File: src/rtl/sfs_pkg.sv
package sfs_pkg;

    typedef enum logic [1:0] {
        LK_HUNT  = 2'b00,
        LK_VALID = 2'b01,
        LK_SYNC  = 2'b10
    } lock_e;

    typedef enum logic [1:0] {
        PH_SEEK = 2'b00,
        PH_STAT = 2'b01,
        PH_DIP  = 2'b10
    } phase_e;

    localparam logic [1:0] ST_STARVE = 2'b00;
    localparam logic [1:0] ST_HUNGRY = 2'b01;
    localparam logic [1:0] ST_SAT    = 2'b10;
    localparam logic [1:0] SYM_FRAME = 2'b11;

    localparam int TRAIN_RUN = 12;
    localparam int RUN_W     = 4;
    localparam int THR_W     = 4;

    // one diagonal step: rotate the accumulator, fold in the new symbol
    function automatic logic [1:0] dip_step(input logic [1:0] acc, input logic [1:0] s);
        return {acc[0], acc[1]} ^ s;
    endfunction

    // final step treats the check slot itself as 11
    function automatic logic [1:0] dip_final(input logic [1:0] acc);
        return {acc[0], acc[1]} ^ 2'b11;
    endfunction

    function automatic logic [THR_W:0] thr_eff(input logic [THR_W-1:0] t);
        return (t == '0) ? (THR_W+1)'(1) : {1'b0, t};
    endfunction

endpackage

File: src/rtl/sfs_frame_parse.sv
module sfs_frame_parse
    import sfs_pkg::*;
#(
    parameter int NPORT = 8,
    parameter int CAL_W = 3
) (
    input  logic             clk,
    input  logic             rst_n,
    input  logic             flush,
    input  logic [1:0]       sym,
    input  logic [CAL_W-1:0] cal_len,
    input  logic             sel_en,
    input  logic [1:0]       sel_word,
    output logic             stat_we,
    output logic [CAL_W-1:0] stat_idx,
    output logic [1:0]       stat_val,
    output logic             dip_ev,
    output logic             dip_ok,
    output logic             hunt_ok,
    output logic             train_hit
);

    localparam logic [RUN_W-1:0] RUN_MAX  = '1;
    localparam logic [RUN_W-1:0] RUN_LAST = RUN_W'(TRAIN_RUN - 1);

    phase_e           ph_q, ph_n;
    logic [RUN_W-1:0] run_q, run_n;
    logic [CAL_W-1:0] slot_q, slot_n;
    logic [1:0]       acc_q, acc_n;
    logic             multi_q, multi_n;
    logic             selbad_q, selbad_n;

    always_ff @(posedge clk or negedge rst_n) begin
        if (!rst_n) begin
            ph_q     <= PH_SEEK;
            run_q    <= '0;
            slot_q   <= '0;
            acc_q    <= '0;
            multi_q  <= 1'b0;
            selbad_q <= 1'b0;
        end else begin
            ph_q     <= ph_n;
            run_q    <= run_n;
            slot_q   <= slot_n;
            acc_q    <= acc_n;
            multi_q  <= multi_n;
            selbad_q <= selbad_n;
        end
    end

    always_comb begin
        ph_n      = ph_q;
        run_n     = run_q;
        slot_n    = slot_q;
        acc_n     = acc_q;
        multi_n   = multi_q;
        selbad_n  = selbad_q;
        stat_we   = 1'b0;
        stat_idx  = slot_q;
        stat_val  = sym;
        dip_ev    = 1'b0;
        dip_ok    = 1'b0;
        hunt_ok   = 1'b0;
        train_hit = 1'b0;
        unique case (ph_q)
            PH_SEEK: begin
                if (sym == SYM_FRAME) begin
                    run_n     = (run_q == RUN_MAX) ? run_q : run_q + 1'b1;
                    train_hit = (run_q == RUN_LAST);
                end else if (run_q != '0) begin
                    run_n   = '0;
                    multi_n = (run_q != RUN_W'(1));
                    acc_n   = dip_step(2'b00, sym);
                    if (sel_en) begin
                        selbad_n = (sym != sel_word);
                        slot_n   = '0;
                        ph_n     = PH_STAT;
                    end else begin
                        selbad_n = 1'b0;
                        stat_we  = 1'b1;
                        stat_idx = '0;
                        slot_n   = CAL_W'(1);
                        ph_n     = (cal_len == '0) ? PH_DIP : PH_STAT;
                    end
                end
            end
            PH_STAT: begin
                stat_we = 1'b1;
                acc_n   = dip_step(acc_q, sym);
                if (slot_q == cal_len) ph_n = PH_DIP;
                else                   slot_n = slot_q + 1'b1;
            end
            PH_DIP: begin
                dip_ev  = 1'b1;
                dip_ok  = (sym == dip_final(acc_q));
                hunt_ok = dip_ok && !multi_q && !selbad_q;
                ph_n    = PH_SEEK;
                run_n   = '0;
            end
            default: begin
                ph_n  = PH_SEEK;
                run_n = '0;
            end
        endcase
        if (flush) begin
            ph_n      = PH_SEEK;
            run_n     = '0;
            stat_we   = 1'b0;
            dip_ev    = 1'b0;
            train_hit = 1'b0;
        end
    end

    // a check symbol always hands the parser back to framing search
    a_r2_dip_then_seek: assert property (@(posedge clk) disable iff (!rst_n)
        (dip_ev && !flush) |=> (ph_q == PH_SEEK && run_q == '0));

    // a training hit is only ever reported while searching for framing
    a_r8_train_in_seek: assert property (@(posedge clk) disable iff (!rst_n)
        train_hit |-> (ph_q == PH_SEEK && sym == SYM_FRAME));

endmodule

File: src/rtl/sfs_lock_fsm.sv
module sfs_lock_fsm
    import sfs_pkg::*;
#(
    parameter int ERR_W = 16
) (
    input  logic             clk,
    input  logic             rst_n,
    input  logic             port_en,
    input  logic             nostat,
    input  logic [THR_W-1:0] lock_thr,
    input  logic [THR_W-1:0] loss_thr,
    input  logic             dip_ev,
    input  logic             dip_ok,
    input  logic             hunt_ok,
    input  logic             train_hit,
    output lock_e            lock_o,
    output logic             dip_err_o,
    output logic [ERR_W-1:0] err_cnt_o
);

    lock_e            state_q, state_n;
    logic [THR_W-1:0] good_q, good_n;
    logic [THR_W-1:0] bad_q, bad_n;
    logic             err_n;
    logic [ERR_W-1:0] cnt_q;
    logic             err_q;

    // state register
    always_ff @(posedge clk or negedge rst_n) begin
        if (!rst_n) state_q <= LK_HUNT;
        else        state_q <= state_n;
    end

    // next state and run counters
    always_comb begin
        state_n = state_q;
        good_n  = good_q;
        bad_n   = bad_q;
        err_n   = 1'b0;
        if (!port_en || nostat) begin
            state_n = LK_HUNT;
            good_n  = '0;
            bad_n   = '0;
        end else begin
            unique case (state_q)
                LK_HUNT: begin
                    good_n = '0;
                    bad_n  = '0;
                    if (dip_ev && hunt_ok) state_n = LK_VALID;
                end
                LK_VALID: begin
                    if (dip_ev) begin
                        if (!dip_ok) begin
                            state_n = LK_HUNT;
                        end else if (({1'b0, good_q} + 1'b1) >= thr_eff(lock_thr)) begin
                            state_n = LK_SYNC;
                            good_n  = '0;
                            bad_n   = '0;
                        end else begin
                            good_n = good_q + 1'b1;
                        end
                    end
                end
                LK_SYNC: begin
                    if (train_hit) begin
                        state_n = LK_HUNT;
                    end else if (dip_ev) begin
                        if (!dip_ok) begin
                            err_n = 1'b1;
                            if (({1'b0, bad_q} + 1'b1) >= thr_eff(loss_thr)) state_n = LK_HUNT;
                            else                                               bad_n = bad_q + 1'b1;
                        end else begin
                            bad_n = '0;
                        end
                    end
                end
                default: state_n = LK_HUNT;
            endcase
        end
    end

    // outputs: run counters, error pulse, error counter
    always_ff @(posedge clk or negedge rst_n) begin
        if (!rst_n) begin
            good_q <= '0;
            bad_q  <= '0;
            err_q  <= 1'b0;
            cnt_q  <= '0;
        end else begin
            good_q <= good_n;
            bad_q  <= bad_n;
            err_q  <= err_n;
            if (err_n && cnt_q != '1) cnt_q <= cnt_q + 1'b1;
        end
    end

    assign lock_o    = state_q;
    assign dip_err_o = err_q;
    assign err_cnt_o = cnt_q;

    // one bad check symbol in VALIDATE ends it, silently
    a_r4_validate_drop: assert property (@(posedge clk) disable iff (!rst_n)
        (state_q == LK_VALID && port_en && !nostat && dip_ev && !dip_ok)
        |=> (state_q == LK_HUNT && !err_q && $stable(cnt_q)));

    // a mismatch in IN_SYNC bumps the counter by one
    a_r6_count_step: assert property (@(posedge clk) disable iff (!rst_n)
        (state_q == LK_SYNC && port_en && !nostat && !train_hit && dip_ev && !dip_ok && cnt_q != '1)
        |=> (err_q && cnt_q == $past(cnt_q) + 1'b1));

    // the error pulse never comes from any state but IN_SYNC
    a_r6_pulse_source: assert property (@(posedge clk) disable iff (!rst_n)
        (state_q != LK_SYNC) |=> !err_q);

    // a twelfth training symbol ends the lock
    a_r8_train_drop: assert property (@(posedge clk) disable iff (!rst_n)
        (state_q == LK_SYNC && port_en && !nostat && train_hit) |=> (state_q == LK_HUNT));

    // disabled or status-less operation parks the machine in HUNT
    a_r11_park: assert property (@(posedge clk) disable iff (!rst_n)
        (nostat || !port_en) |=> (state_q == LK_HUNT && !err_q));

endmodule

File: src/rtl/sfs_port_status.sv
module sfs_port_status
    import sfs_pkg::*;
#(
    parameter int NPORT = 8,
    parameter int CAL_W = 3
) (
    input  logic               clk,
    input  logic               rst_n,
    input  logic               in_hunt,
    input  logic               nostat,
    input  logic               stat_we,
    input  logic [CAL_W-1:0]   stat_idx,
    input  logic [1:0]         stat_val,
    output logic [2*NPORT-1:0] port_stat
);

    logic [1:0] held_q [NPORT];

    for (genvar p = 0; p < NPORT; p++) begin : g_port
        always_ff @(posedge clk or negedge rst_n) begin
            if (!rst_n) begin
                held_q[p] <= ST_SAT;
            end else if (in_hunt) begin
                held_q[p] <= ST_SAT;
            end else if (stat_we && stat_idx == CAL_W'(p) && stat_val != SYM_FRAME) begin
                held_q[p] <= stat_val;
            end
        end

        assign port_stat[2*p +: 2] = nostat  ? ST_STARVE :
                                     in_hunt ? ST_SAT    : held_q[p];
    end

    // a status slot carrying 11 never changes the port it addresses
    a_r9_frame_sym_kept: assert property (@(posedge clk) disable iff (!rst_n)
        (!in_hunt && stat_we && stat_val == SYM_FRAME && stat_idx == '0) |=> $stable(held_q[0]));

endmodule

File: src/rtl/stat_frame_sync.sv
module stat_frame_sync
    import sfs_pkg::*;
#(
    parameter int  NPORT = 8,
    parameter int  ERR_W = 16,
    localparam int CAL_W = (NPORT > 1) ? $clog2(NPORT) : 1
) (
    input  logic               clk,
    input  logic               rst_n,
    input  logic               port_en,
    input  logic               nostat,
    input  logic [1:0]         sym,
    input  logic [CAL_W-1:0]   cal_len,
    input  logic               sel_en,
    input  logic [1:0]         sel_word,
    input  logic [3:0]         lock_thr,
    input  logic [3:0]         loss_thr,
    output logic [2*NPORT-1:0] port_stat,
    output logic [1:0]         lock_state,
    output logic               dip_err,
    output logic [ERR_W-1:0]   err_cnt
);

    localparam logic [2*NPORT-1:0] ALL_SAT = {NPORT{ST_SAT}};

    logic             flush;
    logic             stat_we;
    logic [CAL_W-1:0] stat_idx;
    logic [1:0]       stat_val;
    logic             dip_ev, dip_ok, hunt_ok, train_hit;
    lock_e            lock;

    assign flush = nostat || !port_en;

    sfs_frame_parse #(.NPORT(NPORT), .CAL_W(CAL_W)) u_parse (
        .clk       (clk),
        .rst_n     (rst_n),
        .flush     (flush),
        .sym       (sym),
        .cal_len   (cal_len),
        .sel_en    (sel_en),
        .sel_word  (sel_word),
        .stat_we   (stat_we),
        .stat_idx  (stat_idx),
        .stat_val  (stat_val),
        .dip_ev    (dip_ev),
        .dip_ok    (dip_ok),
        .hunt_ok   (hunt_ok),
        .train_hit (train_hit)
    );

    sfs_lock_fsm #(.ERR_W(ERR_W)) u_lock (
        .clk       (clk),
        .rst_n     (rst_n),
        .port_en   (port_en),
        .nostat    (nostat),
        .lock_thr  (lock_thr),
        .loss_thr  (loss_thr),
        .dip_ev    (dip_ev),
        .dip_ok    (dip_ok),
        .hunt_ok   (hunt_ok),
        .train_hit (train_hit),
        .lock_o    (lock),
        .dip_err_o (dip_err),
        .err_cnt_o (err_cnt)
    );

    sfs_port_status #(.NPORT(NPORT), .CAL_W(CAL_W)) u_stat (
        .clk       (clk),
        .rst_n     (rst_n),
        .in_hunt   (lock == LK_HUNT),
        .nostat    (nostat),
        .stat_we   (stat_we),
        .stat_idx  (stat_idx),
        .stat_val  (stat_val),
        .port_stat (port_stat)
    );

    assign lock_state = lock;

    // whenever the lock reads HUNT the ports read SATISFIED
    a_r10_hunt_sat: assert property (@(posedge clk) disable iff (!rst_n)
        (lock == LK_HUNT && !nostat) |-> (port_stat == ALL_SAT));

    // no status lane means every port starves
    a_r11_starve: assert property (@(posedge clk) disable iff (!rst_n)
        nostat |-> (port_stat == '0));

endmodule

File: config.mk
export PLATFORM = sky130hd
export DESIGN_NAME = stat_frame_sync
export DESIGN_NICKNAME = d
export VERILOG_FILES = /design/src/rtl/sfs_pkg.sv /design/src/rtl/sfs_frame_parse.sv /design/src/rtl/sfs_lock_fsm.sv /design/src/rtl/sfs_port_status.sv /design/src/rtl/stat_frame_sync.sv
export SDC_FILE = /design/constraint.sdc
export NUM_CORES = 1
export LEC_CHECK = 0
export ABC_CLOCK_PERIOD_IN_PS = 1900
export BUFFER_PORTS_ARGS = -buffer_cell sky130_fd_sc_hd__buf_2
export CELL_PAD_IN_SITES_DETAIL_PLACEMENT = 1
export CELL_PAD_IN_SITES_GLOBAL_PLACEMENT = 2
export CORE_ASPECT_RATIO = 0.75
export CORE_MARGIN = 2
export CORE_UTILIZATION = 33
export CTS_BUF_LIST = sky130_fd_sc_hd__clkbuf_8
export DETAILED_ROUTE_END_ITERATION = 12
export GPL_TIMING_DRIVEN = 0
export PLACE_DENSITY_LB_ADDON = 0.1
export SLEW_MARGIN = 5
export SYNTH_ARGS = -nofsm -noshare
export SYNTH_HDL_FRONTEND = slang
export SYNTH_SLANG_ARGS = --single-unit
File: constraint.sdc
create_clock -name clk -period 1.9 [get_ports clk]
set_input_delay 0.095 -clock clk [delete_from_list [all_inputs] [get_ports clk]]
set_output_delay 0.095 -clock clk [all_outputs]
set_load 0.01 [all_outputs]
# After elaboration in Yosys (flattened, before gate mapping)

Index checks and enable logic that the tools add are counted.

Add/sub/neg operators: 7
Shift-type cells: 0
Magnitude comparators: 2
Div/mod/pow operators: 0
Reduce and logical (&&, ||, !) cells: 50
Multiply operators: 0
Equal/unequal tests: 40
Multiplexer cells: 100
Bitwise logic cells: 3

Operator list:

| kind                                                            | count |
|---|---|
| 2-bit two-way mux                                               | 49 |
| 4-bit two-way mux                                               | 18 |
| 3-bit two-way mux                                               | 7 |
| 1-bit logical AND                                               | 20 |
| 1-bit two-way mux                                               | 18 |
| 3-bit by 2-bit != test with 1-bit output, second input constant | 6 |
| 2-bit nonzero test                                              | 9 |
| 16-bit by 1-bit adder with 16-bit output, second input constant | 1 |
| 16-bit != test, second input constant                           | 1 |
| 4-bit case mux with 2 select lines                              | 2 |
| 3-bit AND reduction                                             | 5 |
| 4-bit by 1-bit adder with 4-bit output, second input constant   | 3 |
| 3-bit == test, second input constant                            | 4 |
| 4-bit by 3-bit != test with 1-bit output, second input constant | 3 |
| 4-bit != test, second input constant                            | 3 |
| 4-bit case mux with 3 select lines                              | 1 |
| 4-bit by 1-bit adder with 5-bit output, second input constant   | 2 |
| 5-bit greater-or-equal comparator                               | 2 |
| 3-bit != test, second input constant                            | 3 |
| 4-bit == test, second input constant                            | 2 |
| 4-bit logical NOT                                               | 2 |
| 2-bit != test, second input constant                            | 4 |
| 2-bit case mux with 2 select lines                              | 2 |
| 4-bit nonzero test                                              | 2 |
| 25 further kinds                                                | 33 |

Logic and storage cells: 221
Flip-flop bits (word level): 56
Bits of input ports: 20
Memory bits (read-only): 0
Latch bits: 0
Bits in writable memories: 0
Output and inout port bits: 35
Memories: 0

# Depth between registers and ports, before layout

Word-level depth: 9
Depth in mapped cells: 8
Mapped depth without buffers: 8

# Cells and area by module

From an unflattened synthesis, not the netlist that was laid out.

Cell total of the unflattened synthesis: 355
Area total of the unflattened synthesis: 3,447.1 µm²

Modules (own cells, without submodules):

| module          | times used | cells an instance | area an instance (µm²) | seq. area each (µm²) |
|---|---|---|---|---|
| sfs_lock_fsm    | 1          | 162               | 1,620.3                | 675.6 |
| sfs_frame_parse | 1          | 110               | 950.9                  | 325.3 |
| sfs_port_status | 1          | 81                | 865.8                  | 410.4 |
| stat_frame_sync | 1          | 2                 | 10.0                   | 0.0 |

# Least setup slack after synthesis

OpenSTA, ideal clock, no wires.

Path type: reg-to-reg
Start point: register u_parse.run_q[0]
End point: register u_stat.held_q[14] (netlist bit)
Arrival: 1.957 ns
Library setup time: 0.132 ns
Setup slack: -0.189 ns
Stages on the path, launching flop included: 8
Path buffers: 0
Clock period less this slack: 2.089 ns
Data required time: 1.768 ns
Cells stage by stage: dfrtp_1 inv_1 ha_1 nor3b_2 or4_4 a2111oi_4 mux2i_1 nor2_1

Cells in the longest elaborated chain, start to end: 8
Elaborated cells on any way between the ends: 12
Those cells by class: mux (7); reduce/logical (5)

RTL lines:

| item                                                                           | RTL line                                      | RTL |
|---|---|---|
| start: declaration                                                             | sfs_frame_parse.sv:27                         | `logic [RUN_W-1:0] run_q, run_n;` |
| start signal: assignment                                                       | sfs_frame_parse.sv:43                         | `run_q <= run_n;` |
| 4-bit nonzero test (*)                                                         | sfs_frame_parse.sv:70                         | `end else if (run_q != '0) begin` |
| 1-bit two-way mux / 3-bit two-way mux (equally long branches)                  | sfs_frame_parse.sv:70                         |  |
| 1-bit two-way mux / 3-bit two-way mux (equally long branches)                  | sfs_frame_parse.sv:67                         | `if (sym == SYM_FRAME) begin` |
| 1-bit case mux with 2 select lines / 3-bit two-way mux (equally long branches) | sfs_frame_parse.sv:65                         | `unique case (ph_q)` |
| 1-bit two-way mux / 3-bit logical NOT (equally long branches)                  | sfs_frame_parse.sv:105, sfs_port_status.sv:25 |  |
| 1-bit logical AND (*) (2 in a row)                                             | sfs_port_status.sv:25                         | `end else if (stat_we && stat_idx == CAL_W'(p) && stat_val != SYM_FRAME) begin` |
| 2-bit nonzero test (no source line) (*)                                        | n/a                                           |  |
| end signal: indexed assignment                                                 | sfs_port_status.sv:26                         | `held_q[p] <= stat_val;` |
| end: declaration                                                               | sfs_port_status.sv:17                         | `logic [1:0] held_q [NPORT];` |

Every way passes the cells marked *; elsewhere a longest branch is shown, timed or not.
A chain may end at the register's enable or synchronous reset.

# Final worst setup path

Start point: register u_lock.good_q[0]
End point: register u_lock.bad_q[2]

Cells in the longest elaborated chain, start to end: 4

RTL lines:

| item                                                      | RTL line           | RTL |
|---|---|---|
| start: declaration                                        | sfs_lock_fsm.sv:22 | `logic [THR_W-1:0] good_q, good_n;` |
| start signal: assignment                                  | sfs_lock_fsm.sv:90 | `good_q <= good_n;` |
| 4-bit by 1-bit adder with 5-bit output                    | sfs_lock_fsm.sv:55 | `end else if (({1'b0, good_q} + 1'b1) >= thr_eff(lock_thr)) begin` |
| 5-bit greater-or-equal comparator                         | sfs_lock_fsm.sv:55 |  |
| 3-bit by 2-bit != test with 1-bit output (no source line) | n/a                |  |
| 7-bit AND reduction (no source line)                      | n/a                |  |
| end signal: assignment                                    | sfs_lock_fsm.sv:91 | `bad_q <= bad_n;` |
| end: declaration                                          | sfs_lock_fsm.sv:23 | `logic [THR_W-1:0] bad_q, bad_n;` |

No other way between the ends.

==> results.cfg <==
[placement]
hpwl_mm = 6.92
port_buffers = 54
place_congestion = 0.755
place_area_mm2 = 0.00391

[clocking]
cts-root-buf = clkbuf_8
cts_tree = yes
clkSinkCount = 56
clkSlewWorstSetupHoldPaths_ns = 0.10
numCtsBuffers = 5
cts_buffer_depth = 2
clk_latency_ns = 0.33
h-tree-depth = 2

[power_and_ir_drop]
peakVddDrop_mv = 0.340
finalPower_mw = 2.48
cellLeakagePower_nw = 2.00
power_density_mw_per_mm2 = 547

[drt]
first_pass_iters = 4
vias = 3016
routed_wl_mm = 9.87
remaining_drc_errors = 0
drt_iter0_drc = 92
wl_per_cell_um = 16.8
post_drt_via_cell_ratio = 5.14
ant_nets = 0

[worst_setup_path]
endpoint_kind = flip-flop
slowest_stage = dfrtp_2
critical-path-max-stage-delay_ns = 0.46
reg2regPathDepth = 7
crit_fanout = 4
worstPathRequired_ns = 2.12
worstSetupStartpointType = flip-flop
cp_cell_sequence = ha_4 > xor2_1 > ha_2 > o21ai_2 > o21a_1 > o311a_4 > a211o_1
crit_type = flip-flop to flip-flop
arrival_ns = 2.31

[cells_and_area]
area_growth_pct = 31.8
n_antenna_cell = 0
design_area_mm2 = 0.00453
nNetsFinal = 485
layout_common_cells = buf_2, dfrtp_1, nor2_1, buf_4, nand3_1
drive_gt1_frac = 0.390
final_common_cell = buf_2

[timing]
worst_clock_skew_ns = 0.00277
hold_violations = 0
min_period_over_period = 1.10
relSlewSlack = 0.483
period_minus_slack_ns = 2.08
setup_viol = 24
setup_slack_ns = -0.184
final_max_slew_viol_count = 0
max_freq_ghz = 0.480
tns_ns = -1.54
worstMarginPinSlew_ns = 0.776
fin_hold_ws_ns = 0.126
rsz0062_at_grt = true

[global_route]
grt_max_degree = 57
grt_usage = 0.182
grt_pass1_wl_mm = 16.0
gr-total-overflow = 0
grt_pass1_vias = 3062
antenna_found_initial = 0

[synthesis]
synth_top_cell_area_share = 0.350
syn-instance-count = 360
ys.flop_type = dfrtp_1
synth_edf_count = 0
async_flop_share = 1.00
seq_area_frac_synth = 0.411
yosys-top-cells-area = dfrtp_1, dfstp_2, ha_1
yosys_warnings = 0
syn-cell-area_mm2 = 0.00343
avgSynthCellArea_um2 = 9.54
synth-seq-cells = 56
syn_nets = 395
yosysTopAreaCell = dfrtp_1
synth.distinct_cells = 61

[floorplan]
rows = 32
design.portCount = 55
die_h_um = 92.4
dieArea_mm2 = 0.0112
core_area_mm2 = 0.0102
start_util = 0.336
fp.dieW_um = 122

[hold_path]
whs_path_depth = 3
hold_path_class = input port to flip-flop

[status]
status = complete, but fails checks
violations = setup timing

[flow_run]
drv_cap = 0
final cells by class:
type,count,area (um2)
multi-input combinational,276,2200
sequential,56,1420
fill,1210,5680
tap,136,170
clock buffer,6,82.6
inverter,15,56.3
clock inverter,2,11.3
timing repair buffer,84,517
buffer,12,72.6
worst max-delay path: cells and delay by family, from the launching register on:
| kind | cells | cell delay (ns) |
|---|---|---|
| AO/OA/AOI/OAI | 4 | 0.86 |
| XOR/XNOR | 1 | 0.16 |
| adder cells (fa/ha/maj) | 2 | 0.50 |
| flip-flops | 1 | 0.46 |
power by group:
part	switching (mW)	internal, mW	total (mW)
Combinational	0.268	0.194	0.462
Clock	0.425	0.293	0.718
Sequential	0.0598	1.24	1.30
cell families after synthesis:
family	after synthesis	synth area share
AOI/OAI and AO/OA	70	0.152
xor gates and xnor gates	24	0.0634
adders and majority gates	15	0.0546
buffers and inverters	28	0.0353
DFF	56	0.411
muxes	15	0.0448
and+or+nand+nor	152	0.239
path summary, 6_finish.rpt:
check	startpoint	endpoint	slack [ns]
setup / recovery	u_lock.good_q[0]	u_lock.bad_q[2]	-0.18
max in group asynchronous	rst_n	u_parse.ph_q[0]	0.96
min in group asynchronous	rst_n	u_lock.bad_q[0]	0.35
hold reg to reg	u_parse.selbad_q	u_parse.selbad_q	0.50
setup reg to reg	u_lock.good_q[0]	u_lock.bad_q[2]	-0.18
hold / removal	sel_en	u_parse.selbad_q	0.13
synthesized netlist by cell type (2+ instances only):
| cell type | count |
|---|---|
| and4_1 | 2 |
| nand3_1 | 20 |
| xor2_1 | 10 |
| nand4bb_1 | 2 |
| and3_1 | 7 |
| a2111oi_4 | 2 |
| dfstp_2 | 8 |
| a211oi_1 | 4 |
| or4_1 | 2 |
| buf_2 | 3 |
| clkbuf_1 | 7 |
| a31o_2 | 4 |
| and2_1 | 10 |
| nand2b_1 | 11 |
| nor4_1 | 2 |
| o21a_1 | 4 |
| or3_2 | 2 |
| nor3_1 | 17 |
| mux2_2 | 3 |
| nand4_1 | 8 |
| a31oi_1 | 2 |
| nor2b_1 | 2 |
| a21oi_1 | 15 |
| a311oi_1 | 2 |
| inv_1 | 15 |
| a22oi_1 | 2 |
| nand2_1 | 13 |
| a21o_1 | 2 |
| nor2_1 | 42 |
| a211o_1 | 3 |
| dfrtp_1 | 48 |
| a21boi_0 | 2 |
| nor3b_1 | 2 |
| o21ai_0 | 17 |
| ha_1 | 15 |
| xnor2_1 | 13 |
| mux2i_1 | 12 |
| o21bai_1 | 2 |
stage by stage:
| step | utilization | instances | setup slack (ns) |
|---|---|---|---|
| 2_1_floorplan | - | 360 | -0.141 |
| 6_report | 0.444 | 587 | -0.184 |
| 3_5_place_dp | 0.383 | 550 | -0.373 |
| 3_3_place_gp | 0.383 | 550 | -0.351 |
| 5_1_grt | 0.444 | 587 | -0.241 |
| 4_1_cts | 0.427 | 581 | -0.198 |
state kept, by name, summed over array words and instances (netlist names):
name and cells:
u_lock.err_cnt_o 16, u_stat.held_q 16, u_lock.bad_q 4, u_lock.good_q 4
u_parse.run_q 4, u_parse.slot_q 3, u_lock.lock_o 2, u_parse.acc_q 2
u_parse.ph_q 2, u_lock.dip_err_o 1, u_parse.multi_q 1, u_parse.selbad_q 1
metal layers:
layer / wire length (um) / part of all wire / GRT usage
met2: 4580 / 0.46 / 0.287
met4: 98 / 0.0099 / 0.0489
met5: 0 / 0 / 0
met3: 236 / 0.024 / 0.0314
met1: 4960 / 0.50 / 0.258
timing repair:
action / 4_1_cts / 5_1_grt
gates resized for setup: 46 / 29
setup buffers: 23 / 6
pin swaps: 13 / 7
endpoints found under the hold margin: 48 / 0
hold buffers: 1 / 0
endpoints found under the setup margin: 56 / 55
(Power assumes the default switching activity.)
